**src/rtl/oc_timer_pkg.sv**
```systemverilog
package oc_timer_pkg;
  localparam int OC_AW      = 4;
  localparam int OC_MAX_CH  = 8;
  localparam logic [OC_AW-1:0] ADDR_CNT   = 4'd0;
  localparam logic [OC_AW-1:0] ADDR_CTL   = 4'(OC_MAX_CH + 1);
  localparam logic [OC_AW-1:0] ADDR_MASK  = 4'(OC_MAX_CH + 2);
  localparam logic [OC_AW-1:0] ADDR_DATA  = 4'(OC_MAX_CH + 3);
  localparam logic [OC_AW-1:0] ADDR_FLAG  = 4'(OC_MAX_CH + 4);
  localparam logic [OC_AW-1:0] ADDR_IEN   = 4'(OC_MAX_CH + 5);

  typedef enum logic [1:0] {
    PIN_HOLD   = 2'b00,
    PIN_TOGGLE = 2'b01,
    PIN_LOW    = 2'b10,
    PIN_HIGH   = 2'b11
  } pinAct_e;

  typedef struct packed {
    logic             wrCmp;
    logic [OC_AW-1:0] cmpSel;
    logic             wrCtl;
    logic             wrMask;
    logic             wrData;
    logic             clrFlags;
    logic             wrIen;
  } ocStrobe_t;
endpackage

```
**src/rtl/oc_timer_ctrl.sv**
```systemverilog
module oc_timer_ctrl
  import oc_timer_pkg::*;
#(
  parameter int NCH = 5
) (
  input  logic             wrEn,
  input  logic [OC_AW-1:0] addr,
  output ocStrobe_t        stb
);
  always_comb begin
    stb          = '0;
    stb.cmpSel   = addr;
    stb.wrCmp    = wrEn && (addr >= 4'd1) && (addr <= 4'(NCH));
    stb.wrCtl    = wrEn && (addr == ADDR_CTL);
    stb.wrMask   = wrEn && (addr == ADDR_MASK);
    stb.wrData   = wrEn && (addr == ADDR_DATA);
    stb.clrFlags = wrEn && (addr == ADDR_FLAG);
    stb.wrIen    = wrEn && (addr == ADDR_IEN);
  end
endmodule

```
**src/rtl/oc_timer_datapath.sv**
```systemverilog
module oc_timer_datapath
  import oc_timer_pkg::*;
#(
  parameter int CW  = 16,
  parameter int NCH = 5
) (
  input  logic             clk,
  input  logic             rstN,
  input  logic             cntEn,
  input  ocStrobe_t        stb,
  input  logic [CW-1:0]    wrData,
  input  logic [OC_AW-1:0] rdAddr,
  output logic [CW-1:0]    rdData,
  output logic [NCH-1:0]   pinOut,
  output logic             irq,
  output logic [CW-1:0]    cntVal,
  output logic [CW-1:0]    cmpMaster,
  output logic [NCH-1:0]   maskVal,
  output logic [NCH-1:0]   dataVal,
  output logic             flagMaster
);
  localparam int CTLW = 2 * (NCH - 1);

  logic [CW-1:0]   count;
  logic [CW-1:0]   cmpReg [NCH];
  logic [CTLW-1:0] ctlReg;
  logic [NCH-1:0]  ocMask, ocData, flags, ienReg, pins;
  logic [NCH-1:0]  hit;
  logic [NCH-1:0]  pinNext, clrMask;

  for (genvar i = 0; i < NCH; i++) begin : g_cmp
    assign hit[i] = cntEn && (count == cmpReg[i]);
    always_ff @(posedge clk) begin
      if (!rstN)
        cmpReg[i] <= '1;
      else if (stb.wrCmp && stb.cmpSel == OC_AW'(i + 1))
        cmpReg[i] <= wrData;
    end
  end

  always_comb begin
    pinNext = pins;
    for (int c = 1; c < NCH; c++) begin
      if (hit[c]) begin
        case (pinAct_e'(ctlReg[2*(c-1) +: 2]))
          PIN_TOGGLE: pinNext[c] = ~pins[c];
          PIN_LOW:    pinNext[c] = 1'b0;
          PIN_HIGH:   pinNext[c] = 1'b1;
          default:    pinNext[c] = pins[c];
        endcase
      end
    end
    if (hit[0])
      pinNext = (pinNext & ~ocMask) | (ocData & ocMask);
  end

  assign clrMask = stb.clrFlags ? wrData[NCH-1:0] : '0;

  always_ff @(posedge clk) begin
    if (!rstN) begin
      count  <= '0;
      ctlReg <= '0;
      ocMask <= '0;
      ocData <= '0;
      flags  <= '0;
      ienReg <= '0;
      pins   <= '0;
    end else begin
      if (cntEn) count <= count + 1'b1;
      if (stb.wrCtl)  ctlReg <= wrData[CTLW-1:0];
      if (stb.wrMask) ocMask <= wrData[NCH-1:0];
      if (stb.wrData) ocData <= wrData[NCH-1:0];
      if (stb.wrIen)  ienReg <= wrData[NCH-1:0];
      flags <= (flags & ~clrMask) | hit;
      pins  <= pinNext;
    end
  end

  always_comb begin
    rdData = '0;
    if (rdAddr == ADDR_CNT) rdData = count;
    for (int i = 0; i < NCH; i++)
      if (rdAddr == OC_AW'(i + 1)) rdData = cmpReg[i];
    if (rdAddr == ADDR_CTL)  rdData[CTLW-1:0] = ctlReg;
    if (rdAddr == ADDR_MASK) rdData[NCH-1:0]  = ocMask;
    if (rdAddr == ADDR_DATA) rdData[NCH-1:0]  = ocData;
    if (rdAddr == ADDR_FLAG) rdData[NCH-1:0]  = flags;
    if (rdAddr == ADDR_IEN)  rdData[NCH-1:0]  = ienReg;
  end

  assign pinOut     = pins;
  assign irq        = |(flags & ienReg);
  assign cntVal     = count;
  assign cmpMaster  = cmpReg[0];
  assign maskVal    = ocMask;
  assign dataVal    = ocData;
  assign flagMaster = flags[0];
endmodule

```
**src/rtl/oc_timer_unit.sv**
```systemverilog
module oc_timer_unit
  import oc_timer_pkg::*;
#(
  parameter int CW  = 16,
  parameter int NCH = 5
) (
  input  logic             clk,
  input  logic             rstN,
  input  logic             cntEn,
  input  logic             wrEn,
  input  logic [OC_AW-1:0] addr,
  input  logic [CW-1:0]    wrData,
  output logic [CW-1:0]    rdData,
  output logic [NCH-1:0]   pinOut,
  output logic             irq
);
  ocStrobe_t      stb;
  logic [CW-1:0]  cntVal, cmpMaster;
  logic [NCH-1:0] maskVal, dataVal;
  logic           flagMaster;

  oc_timer_ctrl #(.NCH(NCH)) ctrlI (
    .wrEn(wrEn), .addr(addr), .stb(stb)
  );

  oc_timer_datapath #(.CW(CW), .NCH(NCH)) dpI (
    .clk(clk), .rstN(rstN), .cntEn(cntEn), .stb(stb), .wrData(wrData),
    .rdAddr(addr), .rdData(rdData), .pinOut(pinOut), .irq(irq),
    .cntVal(cntVal), .cmpMaster(cmpMaster), .maskVal(maskVal),
    .dataVal(dataVal), .flagMaster(flagMaster)
  );
endmodule

```
**config.mk**
```make
export PLATFORM = sky130hd
export DESIGN_NAME = oc_timer_unit
export DESIGN_NICKNAME = d
export VERILOG_FILES = /design/src/rtl/oc_timer_pkg.sv /design/src/rtl/oc_timer_ctrl.sv /design/src/rtl/oc_timer_datapath.sv /design/src/rtl/oc_timer_unit.sv
export SDC_FILE = /design/constraint.sdc
export NUM_CORES = 1
export LEC_CHECK = 0
export BUFFER_PORTS_ARGS = -buffer_cell sky130_fd_sc_hd__buf_2
export CAP_MARGIN = 15
export CORE_AREA = 10 10 126 128
export DETAILED_ROUTE_END_ITERATION = 6
export DIE_AREA = 0 0 136 138
export GPL_TIMING_DRIVEN = 0
export PLACE_DENSITY = 0.72
export SYNTH_ARGS = -nofsm -noshare
export SYNTH_HDL_FRONTEND = slang
export SYNTH_HIERARCHICAL = 1
export SYNTH_SLANG_ARGS = --single-unit
```
**constraint.sdc**
```tcl
create_clock -name clk -period 3.8 [get_ports clk]
set_clock_uncertainty 0.2 [all_clocks]
set_input_delay 0.76 -clock clk [delete_from_list [all_inputs] [get_ports clk]]
set_output_delay 0.76 -clock clk [all_outputs]
set_load 0.1 [all_outputs]
```
==> flow_summary.yaml, run 1 <==
status:
  outcome: "completed"
pwr:
  p_int_w: 0.00282
  combinationalPowerShare_pct: 11.3
  p_seq_share_pct: 41.8
  power_density_mw_per_mm2: 452
  p_sw_w: 0.000981
  leakage_nw: 2.89
  p_clk_share_pct: 46.9
  switching_share_pct: 25.8
  vdd_drop_max_uv: 340
logic_synthesis:
  synth_area_mm2: 0.00718
  syn_inst: 706
  synth_edf_count: 80
  ys.flop_type: "edfxtp_1"
  synth.avg_cell_area_um2: 10.2
  synth_top_cells_by_count: "edfxtp_1, xnor2_1, dfxtp_1"
  synthTopCellsByArea: "edfxtp_1, dfxtp_1, xnor2_1"
  yosysWarnings: 6
  ys_seq_elements: 129
  synth.most_common_cell: "edfxtp_1"
  postSynthNetCount: 731
  ys_async_sr_fraction_pct: 0
  yosysTopAreaCell: "edfxtp_1"
  seq_area_frac_synth_pct: 47.1
  synth_cell_type_count: 51
  netlist.area_leader.share_pct: 33.4
timing:
  relSlewSlack_pct: 39.0
  setup-violations-final: 0
  fin_crit_ns: 3.75
  timing.final.ws_setup_ns: 0.0534
  maxClockFrequency_mhz: 267
  min_period_over_period_pct: 98.6
  whs_ns: 0.287
  rsz0062_at_grt: "yes"
  finalHoldViolations: 0
  tightest_slew_ns: 0.916
  maxSlewViolCount: 0
finish:
  final_cells: 961
  syn2layout_area_growth_pct: 17.0
  diodes: 0
  drive_above_1_share_pct: 22.3
  nNetsFinal: 793
clock_tree:
  cts_buffers: 17
  htree_levels: 4
  cts_buffer_depth: 2
  clock_latency_ns: 0.42
  ctsHoldBuffers: 0
  cts_root_buffer: "clkbuf_16"
  clkTransAtPathRegs_ns: 0.05
  cts_tree: "yes"
  clkSinkCount: 129
worst_setup_path:
  arrival_ns: 2.79
  critPathKind: "in2out"
  crit_fanout: 10
  r2r_cells: 7
  critical_path.endpoint_type: "output port"
  critPathLaunchType: "primary input"
  worstPathRequired_ns: 2.84
place:
  place_ws_ns: -0.325
  hpwl_um: 16600
  port_buffers: 39
  gp_congestion: 0.989
  placed_cells: 928
global_routing:
  gr-usage-all-layers_pct: 24.4
  antenna_found_initial: 0
  grt_pass1_vias: 5821
  grt_max_degree: 17
  grt-ovfl-total: 0
  grt_pass1_wl_um: 35000
routing:
  antenna_left: 0
  firstDrtPassIters: 7
  drtIter0Drc: 743
  wl_um: 23000
  vias: 5988
  viasPerCell: 6.23
  routedWlPerCell_um: 24.0
  drc: 0
die:
  die_h_um: 138
  ios: 46
  initial_core_util_pct: 53.2
  core_area_mm2: 0.0135
  die_area_mm2: 0.0188
  fp-row-count: 43
  dieWidth_um: 136
flow_run:
  max-cap-violations: 0
hold_path:
  hold_class: "reg2reg"
  hold-path-cell-count: 2
==> critical path, stage by stage <==
cell      delay (ns)
buf_2           0.15
clkbuf_4        0.26
nand2b_1        0.20
nor3_1          0.24
buf_2           0.32
a22oi_1         0.14
nand2_1         0.12
a31oi_1         0.05
o21ai_1         0.25
buf_6           0.27
==> area by class of cell <==
class	count	area, um2
fill	1099	5100
timing repair buffer	43	265
clock buffer	17	425
clock inverter	15	216
multi-input combinational	512	3560
buffer	60	313
sequential	129	3380
inverter	5	18.8
tap	180	225
==> through the flow <==
step           cell area (um2)  setup TNS, ns  power [W]  utilization, %
2_1_floorplan             7220         -0.675    0.00189               -
3_3_place_gp              7640         -33.21    0.00201            56.6
3_5_place_dp              7700          -1.98    0.00203            57.0
4_1_cts                   8360         -0.105    0.00380            61.9
5_1_grt                   8400       -0.00245    0.00389            62.2
6_report                  8400              0    0.00380            62.2
==> path summary, 6_finish.rpt <==
kind	startpoint	endpoint	slack, ns
worst max-delay path	addr[0]	rdData[7]	0.05
worst min-delay path	flop	flop	0.29
worst max register to register	dpI/cntVal[1]$_SDFFE_PN0P_	dpI/pinOut[1]$_SDFF_PN0_	1.26
worst min register to register	flop	flop	0.29
==> per-layer routing <==
layer / GRT usage (%) / wire length, um / vias to the layer above
met5: 0 / 0 / -
met2: 39.0 / 11100 / 362
met1: 32.2 / 9230 / 2929
met3: 4.20 / 2100 / 42
met4: 9.31 / 618 / 0
li1: - / - / 2655
==> what timing repair did <==
item                                    CTS  global route
pin swaps                                 0             1
setup buffers                             0             0
resized for setup                        11            18
cloned                                    0             0
endpoints found under the setup margin   15            13
==> placed cells by master, fill, tap and decap left out, drive strengths merged, types with 5 or more instances in the layout <==
cell,netlist,routed
edfxtp,80,80
buf,37,78
xnor2,62,62
dfxtp,49,49
nor2,48,48
clkbuf,23,42
nand2,41,41
or3,37,37
mux2i,35,35
or2,32,32
a22oi,29,29
xor2,29,29
nand3,27,27
a21oi,24,24
o21ai,24,24
nand2b,21,21
nor3,20,20
nand4,17,17
and3,9,9
nor2b,7,7
clkinvlp,0,6
bufinv,0,5
nor4,5,5
a222oi,5,5
and2,5,5
inv,5,5
==> power groups by stage <==
stage                     sequential (W)  combinational (W)  clock [W]
final                            0.00159           0.000430    0.00178
after global routing             0.00159           0.000446    0.00185
after CTS                        0.00159           0.000418    0.00180
after detailed placement         0.00161           0.000411          0
after global placement           0.00161           0.000399          0
after floorplan                  0.00160           0.000292          0
==> kinds of logic (layout without fill, tap and decap cells) <==
kind of cell / after synthesis / in the layout / share of synthesized area [%]
simple gates: 279 / 279 / 21.0
flops: 129 / 129 / 47.1
compound gates: 98 / 98 / 9.34
xor+xnor: 91 / 91 / 11.2
buf+inv: 65 / 140 / 4.42
mux: 43 / 43 / 6.81
fa+ha+maj: 1 / 1 / 0.174
==> flip-flops by register name (all words and copies together), names as in the netlist, named ones only <==
register,count
dpI/cmpReg,80
dpI/cntVal,16
dpI/ctlReg,8
dpI/dataVal,5
dpI/flags,5
dpI/ienReg,5
dpI/maskVal,5
dpI/pinOut,4
No activity file was read; power rests on OpenSTA's default activity.
==> inputs of run 2 (changes only) <==
--- a/config.mk
+++ b/config.mk
@@ -6,12 +6,12 @@
 export NUM_CORES = 1
 export LEC_CHECK = 0
 export BUFFER_PORTS_ARGS = -buffer_cell sky130_fd_sc_hd__buf_2
-export CAP_MARGIN = 15
-export CORE_AREA = 10 10 126 128
+export CAP_MARGIN = 20
+export CORE_AREA = 2 2 119 121
 export DETAILED_ROUTE_END_ITERATION = 6
-export DIE_AREA = 0 0 136 138
+export DIE_AREA = 0 0 121 123
 export GPL_TIMING_DRIVEN = 0
-export PLACE_DENSITY = 0.72
+export PLACE_DENSITY = 0.71
 export SYNTH_ARGS = -nofsm -noshare
 export SYNTH_HDL_FRONTEND = slang
 export SYNTH_HIERARCHICAL = 1
==> flow_summary.yaml, run 2 (same netlist as run 1, synthesis figures left out) <==
status:
  outcome: "completed"
routing:
  viasPerCell: 6.23
  routedWlPerCell_um: 23.4
  firstDrtPassIters: 6
  drtIter0Drc: 753
  vias: 5986
  antenna_left: 0
  drc: 0
  wl_um: 22500
timing:
  fin_crit_ns: 3.70
  maxSlewViolCount: 0
  finalHoldViolations: 0
  min_period_over_period_pct: 97.3
  relSlewSlack_pct: 33.0
  setup-violations-final: 0
  maxClockFrequency_mhz: 270
  tightest_slew_ns: 0.998
  fin_setup_tns_ns: 0
global_routing:
  grt_pass1_wl_um: 33400
  grt-ovfl-total: 0
  antenna_found_initial: 0
  grt_max_degree: 17
  gr-usage-all-layers_pct: 31.2
  grt_pass1_vias: 5694
hold_path:
  hold-path-cell-count: 2
  min_from: "dpI/dataVal[2]$_SDFFE_PN0P_"
  hold_class: "reg2reg"
  worstHoldEndpoint: "dpI/pinOut[2]$_SDFF_PN0_"
die:
  initial_core_util_pct: 52.8
  ios: 46
  fp-row-count: 43
  die_area_mm2: 0.0149
  core_area_mm2: 0.0136
  dieWidth_um: 121
  die_h_um: 123
finish:
  drive_above_1_share_pct: 22.3
  most-common-layout-cells: "edfxtp_1, xnor2_1, dfxtp_1"
  largest_reg_flops: 80
  fill_cells: 1141
  nNetsFinal: 793
  largest_register: "dpI/cmpReg"
  syn2layout_area_growth_pct: 16.5
  diodes: 0
  mostFrequentLayoutCell: "edfxtp_1"
place:
  gp_congestion: 0.971
  port_buffers: 39
  hpwl_um: 16200
flow_run:
  max-cap-violations: 0
worst_setup_path:
  critPathLaunchType: "primary input"
  r2r_slack_ns: 1.18
  reg2reg_from: "dpI/cntVal[4]$_SDFFE_PN0P_"
  critPathKind: "in2out"
  worstPathRequired_ns: 2.84
  critical_path.endpoint_type: "output port"
  arrival_ns: 2.74
  r2r_cells: 7
  reg2reg_to: "dpI/pinOut[1]$_SDFF_PN0_"
  crit_fanout: 10
pwr:
  leakage_nw: 2.87
  switching_share_pct: 26.9
  combinationalPowerShare_pct: 11.7
  p_int_w: 0.00269
  power_w: 0.00367
  p_seq_share_pct: 43.2
  p_clk_share_pct: 45.1
  power_density_mw_per_mm2: 439
  p_sw_w: 0.000989
  vdd_drop_max_uv: 289
clock_tree:
  postCtsSetupBuffers: 0
  cts_buffer_depth: 2
  ctsHoldBuffers: 0
  cts_buffers: 17
  htree_levels: 4
  clkTransAtPathRegs_ns: 0.06
  cts_resized: 12
  clock_latency_ns: 0.43
  cts_tree: "yes"
  clkSinkCount: 129
  cts_root_buffer: "clkbuf_16"
## run 2: through the flow
stage	hold slack (ns)	worst slack, ns	util [%]	std cells	area [um2]
2_1_floorplan	0.269	-0.345	-	706	7220
3_3_place_gp	0.284	-0.932	56.1	925	7640
3_5_place_dp	0.302	-0.427	56.6	928	7700
4_1_cts	0.314	0.00748	61.2	960	8330
5_1_grt	0.324	-0.00234	61.5	961	8370
6_report	0.312	0.103	61.5	961	8370
## run 2: how the worst max path moves through the flow
| stage | startpoint | end | slack [ns] | cells past startpoint |
|---|---|---|---|---|
| after global routing | addr[2] | rdData[4] | -0.002 | 10 |
| after detailed placement | addr[0] | rdData[6] | -0.43 | 8 |
| after floorplan | addr[1] | rdData[7] | -0.34 | 8 |
| final | addr[2] | rdData[4] | 0.10 | 10 |
| after global placement | addr[2] | dpI/cmpReg[3][14]$_SDFFCE_PN1P_ | -0.93 | 5 |
| after CTS | addr[1] | rdData[14] | 0.007 | 10 |
## run 2: critical path, stage by stage
cell and delay, ns:
buf_2 0.21, buf_2 0.27, nor2b_1 0.15, clkbuf_1 0.36
a21oi_1 0.07, o21ai_0 0.16, a21o_1 0.16, nand2_1 0.05
a21oi_1 0.17, clkbuf_4 0.36
## run 2: area by class of cell
class | count | area [um2] | share of cell area, %
Clock inverter | 15 | 169 | 2.02
Multi-Input combinational cell | 512 | 3560 | 42.5
Clock buffer | 17 | 425 | 5.08
Timing Repair Buffer | 43 | 273 | 3.26
Tap cell | 180 | 225 | 2.69
Buffer | 60 | 314 | 3.75
Inverter | 5 | 18.8 | 0.224
Sequential cell | 129 | 3380 | 40.4
## run 2: power groups by stage
stage	registers (W)	logic, W	clock network, W
2_1_floorplan	0.00160	0.000292	0
5_1_grt	0.00159	0.000448	0.00172
4_1_cts	0.00158	0.000418	0.00166
3_3_place_gp	0.00161	0.000399	0
6_report	0.00159	0.000430	0.00166
3_5_place_dp	0.00161	0.000413	0
## run 2: routing by layer
metal  track usage, %  wire length [um]  vias to the layer above
li1                 -                 -                     2661
met1             42.6              9080                     2874
met2             46.7             10200                      384
met3             6.09              2310                       67
met4             17.2               954                        0
met5                0                 0                        -
